<file path="config.mk">
export PLATFORM = sky130hd
export DESIGN_NAME = dual_phase_le_pwm
export DESIGN_NICKNAME = d
export VERILOG_FILES = /design/src/rtl/dual_phase_le_pwm.sv
export SDC_FILE = /design/constraint.sdc
export NUM_CORES = 1
export LEC_CHECK = 0
export ABC_AREA = 1
export ABC_CLOCK_PERIOD_IN_PS = 2600
export BUFFER_PORTS_ARGS = -buffer_cell sky130_fd_sc_hd__buf_2
export CAP_MARGIN = 40
export CORE_AREA = 2 2 138 140
export CTS_BUF_LIST = sky130_fd_sc_hd__clkbuf_16
export CTS_CLUSTER_DIAMETER = 50
export CTS_CLUSTER_SIZE = 16
export DETAILED_ROUTE_END_ITERATION = 16
export DIE_AREA = 0 0 140 142
export GPL_TIMING_DRIVEN = 1
export SETUP_SLACK_MARGIN = 0.5
export SYNTH_ARGS = -nofsm -noshare
export SYNTH_HDL_FRONTEND = slang
export SYNTH_SLANG_ARGS = --single-unit
</file>
<file path="constraint.sdc">
create_clock -name clk -period 2.6 [get_ports clk]
set_input_delay 0.65 -clock clk [delete_from_list [all_inputs] [get_ports clk]]
set_output_delay 0.65 -clock clk [all_outputs]
set_load 0.01 [all_outputs]
</file>
<file path="src/rtl/dual_phase_le_pwm.sv">
module dual_phase_le_pwm #(
  parameter int PW           = 10,
  parameter int MIN_LO       = 6,
  parameter int MAX_DUTY_PCT = 90
) (
  input  logic          clk,
  input  logic          rst_n,
  input  logic          en,
  input  logic [PW-1:0] period,
  input  logic          cmp_a,
  input  logic          cmp_b,
  input  logic          light,
  input  logic          fault,
  output logic          hs_a,
  output logic          ls_a,
  output logic          hs_b,
  output logic          ls_b
);
  localparam int MW = PW + 8;

  logic [MW-1:0] prod, max_on, lo_need, gate;
  logic [PW-1:0] half;
  logic [1:0]    cmp, park, hs, ls;

  assign prod    = MW'(period) * MW'(MAX_DUTY_PCT);
  assign max_on  = prod / MW'(100);
  assign lo_need = MW'(period) - max_on;
  assign gate    = (lo_need > MW'(MIN_LO)) ? lo_need : MW'(MIN_LO);
  assign half    = period >> 1;
  assign cmp     = {cmp_b, cmp_a};
  assign park    = {1'b0, light};

  for (genvar i = 0; i < 2; i++) begin : g_ph
    logic [PW-1:0] cnt;
    logic          hsq, trip, hold, wrap, block;

    assign wrap  = cnt >= period - PW'(1);
    assign block = fault | park[i];

    always_ff @(posedge clk or negedge rst_n) begin
      if (!rst_n) begin
        cnt  <= '0;
        hsq  <= 1'b0;
        trip <= 1'b0;
        hold <= 1'b1;
      end else if (!en) begin
        cnt  <= (i == 0) ? '0 : half;
        hsq  <= 1'b0;
        trip <= 1'b0;
        hold <= 1'b1;
      end else begin
        cnt  <= wrap ? '0 : cnt + PW'(1);
        trip <= wrap ? 1'b0 : (trip | cmp[i]);
        if (block) begin
          hsq  <= 1'b0;
          hold <= 1'b1;
        end else if (wrap) begin
          hsq  <= 1'b0;
          hold <= 1'b0;
        end else if (!hold && MW'(cnt) >= gate && (cmp[i] | trip)) begin
          hsq <= 1'b1;
        end
      end
    end

    assign hs[i] = en & ~park[i] & ~fault & hsq;
    assign ls[i] = fault | (en & ~park[i] & ~hsq);
  end

  assign hs_a = hs[0];
  assign ls_a = ls[0];
  assign hs_b = hs[1];
  assign ls_b = ls[1];
endmodule

</file>
Word level (Yosys, flattened, before mapping) --
Index checks and enable logic that the tools add are counted.
Cells by class: $add $sub $neg 4, multipliers 1, divide/modulo/power cells 1, order comparisons 5, equality and inequality tests 4, mux-type cells 23, bitwise logic cells 16, reductions and logical operators 6
Operators with widths (number):
- two-way mux 10 bit | 4
- >= comparator 10 x 18 -> 1 bit | 2
- adder 10 x 1 -> 10 bit, second input constant | 2
- >= comparator 10 bit | 2
- divider 17 x 7 -> 18 bit, second input constant | 1
- > comparator 18 x 3 -> 1 bit, second input constant | 1
- two-way mux 1 bit | 18
- two-way mux 18 bit | 1
- subtractor 10 x 18 -> 18 bit | 1
- multiplier 10 x 6 -> 16 bit, second input constant | 1
- subtractor 10 x 1 -> 10 bit, second input constant | 1
- inequality test 4 x 1 -> 1 bit, second input constant | 2
- bitwise AND 1 bit | 7
- inequality test 3 x 1 -> 1 bit, second input constant | 2
- OR 1 bit | 5
- logical AND 1 bit | 4
- inverter 1 bit | 4
- logical NOT 1 bit | 2
Storage, ports and cells: register bits after elaboration 26, bits of input ports 17, word-level logic and storage cells 68

Longest topological paths before layout --
depth in word-level cells 12, depth in mapped cells 95, mapped depth without buffers 95

Worst setup path before layout --
Ideal clock, no wire load.
path kind in2reg, start in period[7], end reg g_ph[0].hsq, setup time 0.134 ns, arrival time 10.331 ns, data required time 2.466 ns, slack -7.866 ns, stages on the path 81, cells stage by stage ha_1 > inv_1 > fa_1 > fa_1 > inv_1 > ha_1 > a21oi_1 > nand2_1 > nand2_1 > nand3_1 > nand2_1 > nand2_1 > nor2_4 > nand2_2 > nand2_2 > nand2_1 > inv_2 > nand2_1 > [45 not listed] > o2111ai_1 > nor3b_1 > nand3_1 > nor2_1 > nor2_1 > ha_1 > a21boi_0 > o21a_1 > o21a_1 > o21a_1 > o21a_1 > o21a_1 > o21a_1 > o21a_1 > o21ai_0 > a2111oi_0 > nor2_1 > nor4_1
On the way: cells in the longest elaborated chain, start to end 9, elaborated cells between the ends (all ways) 14
RTL lines:
- start: declaration | line 9 | input logic [PW-1:0] period,
- multiplier 10 x 6 -> 16 bit | line 25 | assign prod = MW'(period) * MW'(MAX_DUTY_PCT);
- divider 17 x 7 -> 18 bit | line 26 | assign max_on = prod / MW'(100);
- subtractor 10 x 18 -> 18 bit | line 27 | assign lo_need = MW'(period) - max_on;
- > comparator 18 x 3 -> 1 bit | line 28 | assign gate = (lo_need > MW'(MIN_LO)) ? lo_need : MW'(MIN_LO);
- two-way mux 18 bit | line 28
- >= comparator 10 x 18 -> 1 bit | line 60 | end else if (!hold && MW'(cnt) >= gate && (cmp[i] | trip)) begin
- logical AND 1 bit (2 in a row) | line 60
- inequality test 4 x 1 -> 1 bit (no source line)
- end signal: assignment | line 55 | hsq <= 1'b0;
- end signal: assignment | line 58 | hsq <= 1'b0;
- end signal: assignment | line 61 | hsq <= 1'b1;
- end: declaration | line 35 | logic hsq, trip, hold, wrap, block;
Parallel ways exist; a longest one is shown, timed or not. A chain may end at the register's enable or synchronous reset.

Worst setup path after layout --
start in period[5], end reg g_ph[1].hsq
On the way: cells in the longest elaborated chain, start to end 9, elaborated cells between the ends (all ways) 14
RTL lines (line):
- multiplier 10 x 6 -> 16 bit | 25
- divider 17 x 7 -> 18 bit | 26
- subtractor 10 x 18 -> 18 bit | 27
- > comparator 18 x 3 -> 1 bit | 28
- two-way mux 18 bit | 28
- >= comparator 10 x 18 -> 1 bit | 60
- logical AND 1 bit (2 in a row) | 60
- inequality test 4 x 1 -> 1 bit (no source line)
- end signal: assignment | 55
- end signal: assignment | 58
- end signal: assignment | 61
- end: declaration | 35
Parallel ways exist; a longest one is shown, timed or not.

==> qor.yml <==
grt_pass1_vias: 5660
syn_nets: 914
rsz0062_at_grt: "true"
setup_viol: 26
finalHoldViolations: 0
die-area_um2: 19880
max_freq_mhz: 91.71
ys_seq_area_frac: 0.1207
cts_num_sinks: 26
fill_cells: 1715
max_cap_violations: 0
finalMaxSlewViolations: 0
antenna_left: 0
grt_usage: 0.1524
dp.cells: 1203
worstPathMaxFanout: 7
synth.distinct_cells: 45
initial_utilization: 0.2932
avgSynthCellArea_um2: 6.763
status: "finished, violations left"
io_buffers: 20
pre_cts_slack_ns: -8.709
crit_required_ns: 2.75
hold_slack_ns: 0.3797
synth_most_common_cell: "nand2_1"
area_delta_synth_final_pct: 59.51
io_pins: 21
synth-async-reset-ratio: 1.000
grt_pass1_wl_um: 25760
clk_path_buf_depth: 2
drt-initial-drc-count: 263
drc_errors: 2
r2r_end: "g_ph[1].hsq$_DFFE_PN0P_"
setup_ws_ns: -8.304
critPathArrivalTime_ns: 11.06
relSlewSlack: 0.6119
hpwl_um: 11860
core_region_area_um2: 18460
cts_tree: "yes"
multiInputGateArea_um2: 5258
worstMarginPinSlew_ns: 0.5821
clock-skew-final_ns: 0.002535
syn_area_um2: 5410
area.sequential_um2: 653.1
wirelength_um: 15930
timing.critical_path.from_type: "input port"
routed.top_layer: "met4"
met2RoutedLength_um: 7836
drtPass1Iterations: 11
timing.rr.start: "g_ph[1].cnt[0]$_DFF_PN0_"
hold_buffers: 0
wl_met3_um: 418
synth_commonest_cells: "nand2_1, inv_1, ha_1, nand3_1, nor2_1"
period_minus_slack_ns: 10.90
cp_slowest_cell: "fa_1"
end_kind: "flop"
ys_ff_latch: 26
htreeDepth: 1
tns_ns: -28.13
drive_gt1_frac: 0.4615
antenna_found_initial: 1
violations: "design-rule violations, negative setup slack"
cpPeakStageDelay_ns: 0.56
ys.flop_type: "dfrtp_1"
yosys-top-cells-area: "ha_1, nand2_1, dfrtp_1, inv_1, nand3_1"
wl_met1_um: 7407
crit_end: "g_ph[1].hsq$_DFFE_PN0P_"
synth_edf_count: 0
critPathLaunch: "period[5]"
num_rows: 50
cts_buffers: 3
gp_congestion: 0.8796
die_h_um: 142
r2r_setup_slack_ns: 0.01
clk_latency_ns: 0.26
wl_per_cell_um: 12.64
cts-root-buf: "clkbuf_16"
synth_cells: 800
synth_top_cell_area_share: 0.1966
r2r_cells: 15
grt_max_degree: 27
layout.nets: 1140
yosysWarnings: 0
fin_cells: 1260
period_share: 4.194
vias: 5855
clk_pin_slew_ns: 0.07
hold_class: "input port to async pin"
die_width_um: 140
synth_area_leader_cell: "ha_1"
via_per_inst: 4.647
grt.overflow.total: 0
critical_path_class: "input port to flop"
-- through the flow --
step / instance area (um^2) / util
after global placement: 7301 / 0.3956
after detailed placement: 7301 / 0.3956
after global routing: 8630 / 0.4676
after CTS: 8087 / 0.4382
final: 8630 / 0.4676
after floorplan: 5786 / -
-- flip-flops by register name, summed over array words and instances, names as in the netlist --
| name | cells |
|---|---|
| g_ph.trip | 2 |
| g_ph.hsq | 2 |
| g_ph.cnt | 20 |
| g_ph.hold | 2 |
-- routing by layer --
layer,vias to the layer above,track usage
met3,25,0.01178
met4,0,0.02764
met2,87,0.2707
met1,2686,0.2057
li1,3057,-
met5,-,0
-- cell families after synthesis --
group / Yosys count / synth area share
DFF: 26 / 0.1207
buffers and inverters: 158 / 0.1096
AOI/OAI and AO/OA: 91 / 0.1045
adders and majority gates: 97 / 0.2410
xor gates and xnor gates: 40 / 0.06476
and+or+nand+nor: 388 / 0.3594
-- critical path, delay by kind of cell --
family	cells	cell delay (ns)
buffers and inverters	9	0.77
and+or+nand+nor	43	4.38
xor gates and xnor gates	1	0.23
adders and majority gates	6	2.19
AOI/OAI and AO/OA	19	2.80
-- what timing repair did --
| item | in CTS | in global routing |
|---|---|---|
| setup buffers | 29 | 21 |
| gates cloned | 2 | 0 |
| gates resized for setup | 100 | 82 |
| setup endpoints to repair | 28 | 28 |
| pin swaps | 59 | 48 |
-- area by class of cell --
cell class,count,area share
multi-input cells,616,0.6092
well taps,234,0.03393
flip-flops and latches,26,0.07569
repair buffers,224,0.2002
clock inverters,1,0.003480
inverters,155,0.06844
diodes,1,0.0002900
clock buffers,3,0.008699
-- worst min-delay path by stage --
stage / start / end / slack (ns)
final: rst_n / g_ph[0].trip$_DFF_PN0_ / 0.38
after global routing: rst_n / g_ph[0].trip$_DFF_PN0_ / 0.43
after CTS: rst_n / g_ph[0].hsq$_DFFE_PN0P_ / 0.40
after detailed placement: g_ph[1].trip$_DFF_PN0_ / g_ph[1].trip$_DFF_PN0_ / 0.48
after global placement: g_ph[0].cnt[0]$_DFF_PN0_ / g_ph[0].cnt[0]$_DFF_PN0_ / 0.48
after floorplan: rst_n / g_ph[0].cnt[0]$_DFF_PN0_ / 0.35
-- placed cells by master, fill, tap and decap left out, drive strengths merged, types with 2 or more instances in the layout --
cell | synthesis | routed
nor4 | 4 | 4
o21a | 14 | 14
nand4 | 28 | 28
nor3b | 2 | 2
o21bai | 4 | 4
nor2 | 55 | 55
nand3b | 5 | 5
o21ai | 23 | 23
a21oi | 26 | 26
buf | 0 | 224
inv | 152 | 151
clkinv | 3 | 3
a2111oi | 2 | 2
a31oi | 2 | 2
or2 | 2 | 2
a21boi | 3 | 3
o2111ai | 2 | 2
nand3 | 60 | 60
nor3 | 7 | 7
o211ai | 4 | 4
o22ai | 6 | 6
ha | 85 | 85
fa | 12 | 12
a21o | 2 | 2
nand2 | 224 | 224
xnor2 | 14 | 14
dfrtp | 24 | 24
dfstp | 2 | 2
xor2 | 26 | 26
clkbuf | 3 | 3
Power is left out: the tool's default activity adds up to more than one toggle a clock period on the data nets, which glitch-free logic cannot reach.
